`src/rtl/kdi_pkg.sv`:
```
package kdi_pkg;
   localparam int unsigned OFS_KDATA = 'h00;
   localparam int unsigned OFS_KSTAT = 'h04;
   localparam int unsigned OFS_KCTL  = 'h08;
   localparam int unsigned OFS_DDATA = 'h10;
   localparam int unsigned OFS_DSTAT = 'h14;
   localparam int unsigned OFS_DCTL  = 'h18;

   typedef enum logic [2:0] {
      SEL_NONE  = 3'd0,
      SEL_KDATA = 3'd1,
      SEL_KSTAT = 3'd2,
      SEL_KCTL  = 3'd3,
      SEL_DDATA = 3'd4,
      SEL_DSTAT = 3'd5,
      SEL_DCTL  = 3'd6
   } kdi_sel_e;
endpackage

```
`src/rtl/kdi_decode.sv`:
```
module kdi_decode
   import kdi_pkg::*;
#(
   parameter int unsigned ADDR_W    = 16,
   parameter logic [ADDR_W-1:0] BASE_ADDR = 'h4000
) (
   input  logic [ADDR_W-1:0] addr,
   output kdi_sel_e          sel
);
   localparam logic [ADDR_W-1:0] A_KDATA = BASE_ADDR + ADDR_W'(OFS_KDATA);
   localparam logic [ADDR_W-1:0] A_KSTAT = BASE_ADDR + ADDR_W'(OFS_KSTAT);
   localparam logic [ADDR_W-1:0] A_KCTL  = BASE_ADDR + ADDR_W'(OFS_KCTL);
   localparam logic [ADDR_W-1:0] A_DDATA = BASE_ADDR + ADDR_W'(OFS_DDATA);
   localparam logic [ADDR_W-1:0] A_DSTAT = BASE_ADDR + ADDR_W'(OFS_DSTAT);
   localparam logic [ADDR_W-1:0] A_DCTL  = BASE_ADDR + ADDR_W'(OFS_DCTL);

   generate
      if (BASE_ADDR[1:0] != 2'b00) begin : g_bad_base
         $error("kdi_decode: BASE_ADDR must be word aligned");
      end
   endgenerate

   always_comb begin
      unique case (addr)
         A_KDATA: sel = SEL_KDATA;
         A_KSTAT: sel = SEL_KSTAT;
         A_KCTL:  sel = SEL_KCTL;
         A_DDATA: sel = SEL_DDATA;
         A_DSTAT: sel = SEL_DSTAT;
         A_DCTL:  sel = SEL_DCTL;
         default: sel = SEL_NONE;
      endcase
   end
endmodule

```
`src/rtl/kdi_kbd_chan.sv`:
```
module kdi_kbd_chan #(
   parameter int unsigned DATA_W = 8
) (
   input  logic              clk,
   input  logic              rst_n,
   input  logic              char_vld,
   input  logic [DATA_W-1:0] char_in,
   input  logic              stat_rd,
   input  logic              ctl_wr,
   input  logic              ctl_bit,
   output logic [DATA_W-1:0] data_q,
   output logic              ready_q,
   output logic              ie_q
);
   always_ff @(posedge clk or negedge rst_n) begin
      if (!rst_n) begin
         data_q  <= '0;
         ready_q <= 1'b0;
         ie_q    <= 1'b0;
      end else begin
         if (char_vld) data_q <= char_in;
         // a fresh arrival outranks the clearing read
         if (char_vld)     ready_q <= 1'b1;
         else if (stat_rd) ready_q <= 1'b0;
         if (ctl_wr) ie_q <= ctl_bit;
      end
   end

   p_kin_set_r2: assert property (@(posedge clk) disable iff (!rst_n)
      char_vld |=> ready_q);
   p_kin_keep_r4: assert property (@(posedge clk) disable iff (!rst_n)
      (char_vld && stat_rd) |=> ready_q);
   p_kin_clr_r3: assert property (@(posedge clk) disable iff (!rst_n)
      (stat_rd && !char_vld) |=> !ready_q);
   p_kdata_hold_r2: assert property (@(posedge clk) disable iff (!rst_n)
      !char_vld |=> $stable(data_q));
endmodule

```
`src/rtl/kdi_disp_chan.sv`:
```
module kdi_disp_chan #(
   parameter int unsigned DATA_W = 8
) (
   input  logic              clk,
   input  logic              rst_n,
   input  logic              data_wr,
   input  logic [DATA_W-1:0] wdata,
   input  logic              done_in,
   input  logic              stat_rd,
   input  logic              ctl_wr,
   input  logic              ctl_bit,
   output logic [DATA_W-1:0] data_q,
   output logic              ready_q,
   output logic              ie_q,
   output logic              strobe_q
);
   always_ff @(posedge clk or negedge rst_n) begin
      if (!rst_n) begin
         data_q   <= '0;
         ready_q  <= 1'b1;
         ie_q     <= 1'b0;
         strobe_q <= 1'b0;
      end else begin
         strobe_q <= data_wr;
         if (data_wr) data_q <= wdata;
         // new character in flight > done of previous > clearing read
         if (data_wr)      ready_q <= 1'b0;
         else if (done_in) ready_q <= 1'b1;
         else if (stat_rd) ready_q <= 1'b0;
         if (ctl_wr) ie_q <= ctl_bit;
      end
   end

   p_strobe_rise_r5: assert property (@(posedge clk) disable iff (!rst_n)
      data_wr |=> (strobe_q && data_q == $past(wdata)));
   p_strobe_fall_r5: assert property (@(posedge clk) disable iff (!rst_n)
      !data_wr |=> !strobe_q);
   p_dout_wrclr_r6: assert property (@(posedge clk) disable iff (!rst_n)
      data_wr |=> !ready_q);
   p_dout_done_r6: assert property (@(posedge clk) disable iff (!rst_n)
      (done_in && !data_wr) |=> ready_q);
   p_dout_rdclr_r7: assert property (@(posedge clk) disable iff (!rst_n)
      (stat_rd && !done_in && !data_wr) |=> !ready_q);
endmodule

```
`src/rtl/kbd_disp_if.sv`:
```
module kbd_disp_if
   import kdi_pkg::*;
#(
   parameter int unsigned ADDR_W    = 16,
   parameter int unsigned DATA_W    = 8,
   parameter logic [ADDR_W-1:0] BASE_ADDR = 'h4000,
   parameter int unsigned KIN_BIT   = 1,
   parameter int unsigned DOUT_BIT  = 2,
   parameter int unsigned IE_BIT    = 1,
   parameter bit          REG_RDATA = 1'b1
) (
   input  logic              clk,
   input  logic              rst_n,
   input  logic [ADDR_W-1:0] bus_addr,
   input  logic              bus_rd,
   input  logic              bus_wr,
   input  logic [DATA_W-1:0] bus_wdata,
   output logic [DATA_W-1:0] bus_rdata,
   input  logic              kbd_valid,
   input  logic [DATA_W-1:0] kbd_char,
   output logic [DATA_W-1:0] disp_char,
   output logic              disp_strobe,
   input  logic              disp_done,
   output logic              irq
);
   generate
      if (KIN_BIT >= DATA_W || DOUT_BIT >= DATA_W || IE_BIT >= DATA_W) begin : g_bad_bits
         $error("kbd_disp_if: flag bit position outside data width");
      end
      if (ADDR_W < 5) begin : g_bad_addr
         $error("kbd_disp_if: address too narrow for register window");
      end
   endgenerate

   kdi_sel_e          sel;
   logic              kin, kie, dout, die;
   logic [DATA_W-1:0] kdata, ddata;
   logic [DATA_W-1:0] rd_val;

   kdi_decode #(.ADDR_W(ADDR_W), .BASE_ADDR(BASE_ADDR)) u_dec (
      .addr (bus_addr),
      .sel  (sel)
   );

   kdi_kbd_chan #(.DATA_W(DATA_W)) u_kbd (
      .clk      (clk),
      .rst_n    (rst_n),
      .char_vld (kbd_valid),
      .char_in  (kbd_char),
      .stat_rd  (bus_rd && sel == SEL_KSTAT),
      .ctl_wr   (bus_wr && sel == SEL_KCTL),
      .ctl_bit  (bus_wdata[IE_BIT]),
      .data_q   (kdata),
      .ready_q  (kin),
      .ie_q     (kie)
   );

   kdi_disp_chan #(.DATA_W(DATA_W)) u_disp (
      .clk      (clk),
      .rst_n    (rst_n),
      .data_wr  (bus_wr && sel == SEL_DDATA),
      .wdata    (bus_wdata),
      .done_in  (disp_done),
      .stat_rd  (bus_rd && sel == SEL_DSTAT),
      .ctl_wr   (bus_wr && sel == SEL_DCTL),
      .ctl_bit  (bus_wdata[IE_BIT]),
      .data_q   (ddata),
      .ready_q  (dout),
      .ie_q     (die),
      .strobe_q (disp_strobe)
   );

   always_comb begin
      rd_val = '0;
      unique case (sel)
         SEL_KDATA: rd_val = kdata;
         SEL_KSTAT: rd_val[KIN_BIT] = kin;
         SEL_KCTL:  rd_val[IE_BIT] = kie;
         SEL_DDATA: rd_val = ddata;
         SEL_DSTAT: rd_val[DOUT_BIT] = dout;
         SEL_DCTL:  rd_val[IE_BIT] = die;
         default:   rd_val = '0;
      endcase
   end

   generate
      if (REG_RDATA) begin : g_rd_reg
         logic [DATA_W-1:0] rdata_q;
         always_ff @(posedge clk or negedge rst_n) begin
            if (!rst_n)      rdata_q <= '0;
            else if (bus_rd) rdata_q <= rd_val;
         end
         assign bus_rdata = rdata_q;

         p_rdata_hold_r10: assert property (@(posedge clk) disable iff (!rst_n)
            !bus_rd |=> $stable(bus_rdata));
      end else begin : g_rd_comb
         assign bus_rdata = bus_rd ? rd_val : '0;
      end
   endgenerate

   assign disp_char = ddata;
   assign irq       = (kin && kie) || (dout && die);

   p_irq_ack_r9: assert property (@(posedge clk) disable iff (!rst_n)
      (bus_rd && sel == SEL_KSTAT && !kbd_valid && !(dout && die)
       && !disp_done) |=> !irq);
endmodule

```
`config.mk`:
```
export PLATFORM = sky130hd
export DESIGN_NAME = kbd_disp_if
export DESIGN_NICKNAME = d
export VERILOG_FILES = /design/src/rtl/kdi_pkg.sv /design/src/rtl/kdi_decode.sv /design/src/rtl/kdi_kbd_chan.sv /design/src/rtl/kdi_disp_chan.sv /design/src/rtl/kbd_disp_if.sv
export SDC_FILE = /design/constraint.sdc
export NUM_CORES = 1
export LEC_CHECK = 0
export BUFFER_PORTS_ARGS = -buffer_cell sky130_fd_sc_hd__buf_2
export CORE_ASPECT_RATIO = 1.75
export CORE_UTILIZATION = 48
export DETAILED_ROUTE_END_ITERATION = 16
export GPL_ROUTABILITY_DRIVEN = 0
export PLACE_DENSITY = 0.87
export SLEW_MARGIN = 0
export SYNTH_ARGS = -nofsm -noshare
export SYNTH_HDL_FRONTEND = slang
export SYNTH_HIERARCHICAL = 1
export SYNTH_SLANG_ARGS = --single-unit
```
`constraint.sdc`:
```
create_clock -name clk -period 1.35 [get_ports clk]
set_input_delay 0.27 -clock clk [delete_from_list [all_inputs] [get_ports clk]]
set_output_delay 0.27 -clock clk [all_outputs]
set_load 0.01 [all_outputs]
```
==> summary.txt, run 1 <==
Outcome
  – Outcome: finished, violations left
  – Failing checks: DRC, hold timing, setup timing

Yosys
  – Post-synth ARST share: 1.00
  – Post-synth top area share: 0.479
  – Mapped Nets: 150
  – Top-count cell post-synth: dfrtp_1
  – Area of the mapped netlist: 1460 sq um
  – Post-synth top cells: dfrtp_1, mux2_4, a21oi_1, nor2_1, a22oi_1
  – Syn_area_per_cell: 13.1 sq um
  – Post-synth EDFFs: 0
  – Synth Instances: 112
  – Synth warnings: 6
  – Sequential fraction of the synthesis area: 0.497
  – Top_reg_cell synth: dfrtp_1
  – Top cells by area, synth: dfrtp_1, mux2_4, a22oi_1, mux2_2, a21oi_1
  – Leading area contributor after synthesis: dfrtp_1
  – Number of library cell types mapped by synthesis: 34
  – FF+latch count, synth: 29

Pwr
  – Int Pwr: 1.42 mW
  – PwrDens: 892 nW/um^2
  – Clk pwr share: 0.389
  – Net switching power: 0.460 mW
  – Maximum VDD drop: 0.000947 V
  – Comb power frac: 0.114
  – Switching share of power: 0.245
  – Reg power frac: 0.496
  – P_leak: 1.03 nW

Setup path
  – Worst path max stage delay: 350 ps
  – Worst Setup End Kind: register
  – Worst path cell trace: buf_2, nor4_4, nand4_1, buf_4, a211oi_4, nor2b_2, and3_1, mux2_2
  – Startpoint class of the critical path: input pin
  – Setup CP Type: in -> reg
  – CP required: 1510 ps
  – RR Startpoint: u_disp/ready_q
  – Crit-path slowest cell: mux2_2
  – Crit path max fanout: 2
  – Worst setup path startpoint: bus_addr[0]
  – Data arrival, critical path: 1950 ps
  – WP buf/inv: 2
  – Worst path top cell family by delay: simple AND/OR/NAND/NOR gates

Clock network
  – Clk root buf: clkbuf_8
  – Clock tree sinks: 29
  – H-tree depth: 2
  – Num CTS Buffers: 5
  – Clock Latency Late Sink: 290 ps
  – Clock buffer depth: 2
  – Worst-path clk slew: 70 ps
  – Hold bufs inserted after CTS: 0
  – CTS tree: built

GRT
  – GR Overflow Total: 0
  – Antenna violations before repair: 0
  – Vias in the first global route: 1,326
  – First-pass GRT wire length: 6.11 mm
  – Tot GR Track Use: 0.271
  – Largest net degree at the start of global routing: 30

Drt
  – Antenna viol nets, final: 0
  – 1st-pass router iterations: 11
  – DRC: 4
  – WL/cell: 20.8 um
  – Vias/cell: 5.90
  – Routed via count: 1,256
  – Iter 0 DRT Violations: 42
  – WL final: 4.43 mm

Finish
  – Multi-input logic area: 786 sq um
  – ANT cells: 0
  – Finished Cell Area: 2110 sq um
  – Final nets: 223
  – Area Overhead vs Synth: 44.2%
  – Share of layout cells above drive strength 1: 0.670
  – Layout fillers: 189
  – FF/Latch Area: 727 sq um

Floorplanning
  – Die X: 43.7 um
  – Row Count: 26
  – Io pins: 56
  – CORE AREA: 2900 sq um
  – Initial Util: 0.505
  – Die ar.: 3280 sq um
  – Die Ht: 75.0 um

STA
  – RSZ-0062 raised after global routing: true
  – Smallest hold slack: -3.12 ps
  – Setup WS post-layout: -441 ps
  – Fin. Hold Viols: 13
  – Fin crit period: 1790 ps
  – Final count of pins violating max slew: 0
  – Crit share post-route: 1.33
  – Slew HR: 0.580
  – Fmax: 558 MHz
  – Final setup TNS: -7940 ps
  – Setup Skew: 9.72 ps
  – # setup viols final: 22
  – Measured slew at the worst slew-check pin: 630 ps

Placed design
  – DP Area: 1810 sq um
  – IO Port Bufs: 55
  – Post-DP HPWL: 2.61 mm

Run
  – Max Cap Violations: 0

Hold path
  – Worst min path class: in -> async
-- final cells by class --
class | count | share of cell area
tap | 28 | 0.0166
inverter | 6 | 0.0107
clock buffer | 7 | 0.0409
sequential | 29 | 0.345
timing repair buffer | 71 | 0.215
multi-input combinational | 72 | 0.372
-- power groups by stage --
stage | Combinational [mW] | Clock [mW] | Sequential [mW]
2_1_floorplan | 0.0807 | 0 | 0.943
3_3_place_gp | 0.181 | 0 | 0.940
3_5_place_dp | 0.190 | 0 | 0.943
4_1_cts | 0.208 | 0.735 | 0.932
5_1_grt | 0.230 | 0.775 | 0.936
6_report | 0.215 | 0.732 | 0.934
-- through the flow --
step	instances	hold WS (ps)	setup WS (ps)	util	power (mW)
after floorplan	112	-25.6	-729	-	1.02
after global placement	198	311	-664	0.624	1.12
after detailed placement	198	327	-792	0.624	1.13
after CTS	212	18.5	-389	0.702	1.87
after global routing	213	47.1	-547	0.729	1.94
final	213	-3.12	-441	0.729	1.88
-- layer usage --
| metal | track usage | wire (um) | vias to the layer above | part of all wire |
|---|---|---|---|---|
| li1 | - | - | 549 | - |
| met1 | 0.248 | 1410 | 609 | 0.32 |
| met2 | 0.496 | 2500 | 76 | 0.56 |
| met3 | 0.0695 | 283 | 22 | 0.064 |
| met4 | 0.198 | 235 | 0 | 0.053 |
| met5 | 0 | 0 | - | 0 |
-- flip-flops by register name, indices dropped and copies added (netlist names) --
register and flops:
u_disp/ie_q 1, u_disp/strobe_q 1, u_kbd/data_q 8, u_disp/ready_q 1
u_kbd/ready_q 1, u_disp/data_q 8, u_kbd/ie_q 1, bus_rdata 8
-- final timing paths --
kind / end / slack, ps / depth (start not counted)
hold reg to reg: bus_rdata[1] / 520 / 2
hold / removal: bus_rdata[5] / -3 / 1
setup reg to reg: bus_rdata[2] / 270 / 4
max in group asynchronous: u_kbd/ie_q / 940 / 1
min in group clk: u_disp/data_q[2] / 210 / 2
setup / recovery: u_kbd/ie_q / -440 / 8
-- cell usage in the layout, fill, tap and decap left out, drive strengths merged --
cell type / count
a211oi: 2
a21o: 1
a21oi: 8
a22o: 1
a22oi: 7
and2: 2
and3: 1
and4: 1
and4b: 1
and4bb: 1
buf: 71
clkbuf: 7
dfrtp: 28
dfstp: 1
inv: 6
mux2: 21
mux2i: 1
nand2: 1
nand2b: 3
nand4: 1
nand4b: 1
nor2: 8
nor2b: 1
nor3: 1
nor3b: 3
nor4: 1
nor4b: 1
o211ai: 2
o21a: 1
o22ai: 1
-- cell families after synthesis --
| logic type | synth area share |
|---|---|
| buffers and inverters | 0.0488 |
| muxes | 0.212 |
| AOI/OAI and AO/OA | 0.109 |
| and+or+nand+nor | 0.133 |
| DFF | 0.497 |
-- what timing repair did --
item / in CTS / in global routing
gates cloned: 2 / 0
pin swaps: 17 / 10
setup buffers: 5 / 3
resized for setup: 20 / 15
endpoints found under the setup margin: 22 / 22
Note: power is estimated with default switching activity, not from simulation.
==> run 2: changes to the inputs <==
--- a/config.mk
+++ b/config.mk
@@ -5,12 +5,12 @@
 export SDC_FILE = /design/constraint.sdc
 export NUM_CORES = 1
 export LEC_CHECK = 0
-export BUFFER_PORTS_ARGS = -buffer_cell sky130_fd_sc_hd__buf_2
 export CORE_ASPECT_RATIO = 1.75
-export CORE_UTILIZATION = 48
+export CORE_UTILIZATION = 45
 export DETAILED_ROUTE_END_ITERATION = 16
+export DONT_BUFFER_PORTS = 1
 export GPL_ROUTABILITY_DRIVEN = 0
-export PLACE_DENSITY = 0.87
+export PLACE_DENSITY = 0.68
 export SLEW_MARGIN = 0
 export SYNTH_ARGS = -nofsm -noshare
 export SYNTH_HDL_FRONTEND = slang
==> run 2 against run 1 <==
The flow finishes with violations (setup timing). Non-clock buffer count down 51. Clock power up 27%. Sequential power up 0.6%. Combinational power down 50%. Die area up 6.4%. Register-to-register slack better by 20 ps. Hold slack better by 65 ps. First-iteration DRC count down 62%. Global-route usage down 6.2 points. Critical path type unchanged. Highest routed layer unchanged.
==> summary.txt, run 2 (same netlist as run 1, synthesis figures left out) <==
Setup path
  – Data arrival, critical path: 1840 ps (was 1950 ps)
  – Worst path cell trace: nor4b_4, nand4_1, buf_4, a211oi_4, buf_6, nor3b_4, and2_4, mux2_4 (was buf_2, nor4_4, nand4_1, buf_4, a211oi_4, nor2b_2, and3_1, mux2_2)
  – Crit path max fanout: 5 (was 2)
  – Worst path top cell family by delay: simple AND/OR/NAND/NOR gates (unchanged)
  – Worst Setup End Kind: register (unchanged)
  – Crit-path slowest cell: mux2_4 (was mux2_2)
  – CP required: 1510 ps (about the same)
  – Setup CP Type: in -> reg (unchanged)
  – Startpoint class of the critical path: input pin (unchanged)
  – WP buf/inv: 2 (unchanged)
  – Worst path max stage delay: 310 ps (was 350 ps)

Clock network
  – Clk root buf: clkbuf_8 (unchanged)
  – Clock buffer depth: 2 (unchanged)
  – Clock tree sinks: 29 (unchanged)
  – Clock Latency Late Sink: 280 ps (was 290 ps)
  – Worst-path clk slew: 60 ps (was 70 ps)
  – H-tree depth: 2 (unchanged)
  – CTS tree: built (unchanged)
  – Num CTS Buffers: 5 (unchanged)

STA
  – Final setup TNS: -5230 ps (was -7940 ps)
  – Fin. Hold Viols: 0 (was 13)
  – Setup WS post-layout: -331 ps (was -441 ps)
  – # setup viols final: 20 (was 22)
  – Final count of pins violating max slew: 0 (unchanged)
  – Crit share post-route: 1.24 (was 1.33)
  – RSZ-0062 raised after global routing: true (unchanged)
  – Slew HR: 0.824 (was 0.580)
  – Setup Skew: 6.02 ps (was 9.72 ps)
  – Measured slew at the worst slew-check pin: 264 ps (was 630 ps)
  – Fin crit period: 1680 ps (was 1790 ps)
  – Fmax: 595 MHz (was 558 MHz)

Floorplanning
  – CORE AREA: 3110 sq um (was 2900 sq um)
  – Initial Util: 0.471 (was 0.505)
  – Die X: 45.1 um (was 43.7 um)
  – Die ar.: 3490 sq um (was 3280 sq um)
  – Row Count: 27 (was 26)
  – Die Ht: 77.4 um (was 75.0 um)
  – Io pins: 56 (unchanged)

Placed design
  – Post-DP HPWL: 2.24 mm (was 2.61 mm)
  – Placed cells: 158 (was 198)
  – IO Port Bufs: 0 (was 55)

Finish
  – ANT cells: 0 (unchanged)
  – Multi-input logic area: 793 sq um (was 786 sq um)
  – Finished Layout Cells: 178 (was 213)
  – Share of layout cells above drive strength 1: 0.556 (was 0.670)
  – FF/Latch Area: 727 sq um (unchanged)
  – Area Overhead vs Synth: 30.6% (was 44.2%)
  – Final nets: 172 (was 223)
  – Layout fillers: 261 (was 189)
  – Most frequent cells in the layout: dfrtp_1, mux2_4, buf_4 (was buf_2, dfrtp_1, mux2_4)
  – Most common cell after layout, fill and taps aside: dfrtp_1 (was buf_2)

Drt
  – Met3 Routed Length: 228 um (was 283 um)
  – Uppermost layer routed: met4 (unchanged)
  – Iter 0 DRT Violations: 16 (was 42)
  – Met2 routed WL: 1.92 mm (was 2.50 mm)
  – DRC: 0 (was 4)
  – WL final: 3.46 mm (was 4.43 mm)
  – Routed via count: 987 (was 1,256)
  – Vias/cell: 5.54 (was 5.90)
  – M1 WL: 1.24 mm (was 1.41 mm)
  – 1st-pass router iterations: 3 (was 11)
  – Antenna viol nets, final: 0 (unchanged)
  – WL/cell: 19.4 um (was 20.8 um)

Hold path
  – Worst min path class: in -> reg (was in -> async)

GRT
  – Largest net degree at the start of global routing: 30 (unchanged)
  – GR Overflow Total: 0 (unchanged)
  – Antenna violations before repair: 0 (unchanged)
  – Tot GR Track Use: 0.209 (was 0.271)
  – Vias in the first global route: 1,055 (was 1,326)
  – First-pass GRT wire length: 5.18 mm (was 6.11 mm)

Pwr
  – Maximum VDD drop: 0.00129 V (was 0.000947 V)
  – P_leak: 0.823 nW (was 1.03 nW)
  – PwrDens: 1040 nW/um^2 (was 892 nW/um^2)

Outcome
  – Failing checks: setup timing (was DRC, hold timing, setup timing)
  – Outcome: finished, violations left (unchanged)

Run
  – Max Cap Violations: 0 (unchanged)
run 2: final timing paths:
check / from / cells after the start / slack (ps) / to
hold reg to reg: u_kbd/data_q[1] / 1 / 520 / u_kbd/data_q[1]
setup reg to reg: u_disp/data_q[2] / 3 / 290 / bus_rdata[2]
max in group asynchronous: rst_n / 2 / 690 / u_disp/ready_q
min in group asynchronous: rst_n / 2 / 430 / u_kbd/data_q[0]
setup / recovery: bus_addr[11] / 8 / -330 / u_disp/data_q[6]
hold / removal: bus_rd / 1 / 60 / bus_rdata[4]
run 2: power by group:
part | internal, mW | switching [mW]
sequential | 0.906 | 0.0336
combinational | 0.0662 | 0.0415
clock | 0.601 | 0.332
total | 1.57 | 0.407
run 2: worst register-to-register path: stages, from the launching register on:
cell and delay (ps):
dfrtp_1 450, mux2_4 300, a22oi_2 120, o22ai_1 80
run 2: timing repair:
action,4_1_cts,5_1_grt
resized for setup,22,11
pin swaps,12,11
gates cloned,1,1
hold buffers,2,0
setup endpoints to repair,21,22
hold endpoints to repair,29,0
buffers inserted,6,3
run 2: cell type report:
class | count | share of cell area
flip-flops and latches | 29 | 0.380
clock inverters | 1 | 0.0157
clock buffers | 7 | 0.0452
inverters | 6 | 0.0131
multi-input cells | 72 | 0.415
repair buffers | 20 | 0.102
well taps | 43 | 0.0282
run 2: metrics by stage:
step	hold WS (ps)	setup slack, ps	total power, mW	cell area (sq um)	util
2_1_floorplan	-25.6	-729	1.02	1480	-
3_3_place_gp	-24.8	-575	1.02	1550	0.499
3_5_place_dp	-25.0	-667	1.02	1550	0.499
4_1_cts	62.0	-259	2.00	1850	0.595
5_1_grt	52.6	-396	2.05	1910	0.615
6_report	62.0	-331	1.98	1910	0.615
run 2: per-layer routing:
| layer | vias to the layer above | GRT usage |
|---|---|---|
| li1 | 447 | - |
| met2 | 47 | 0.355 |
| met3 | 8 | 0.0581 |
| met4 | 0 | 0.0879 |
| met1 | 485 | 0.233 |
| met5 | - | 0 |
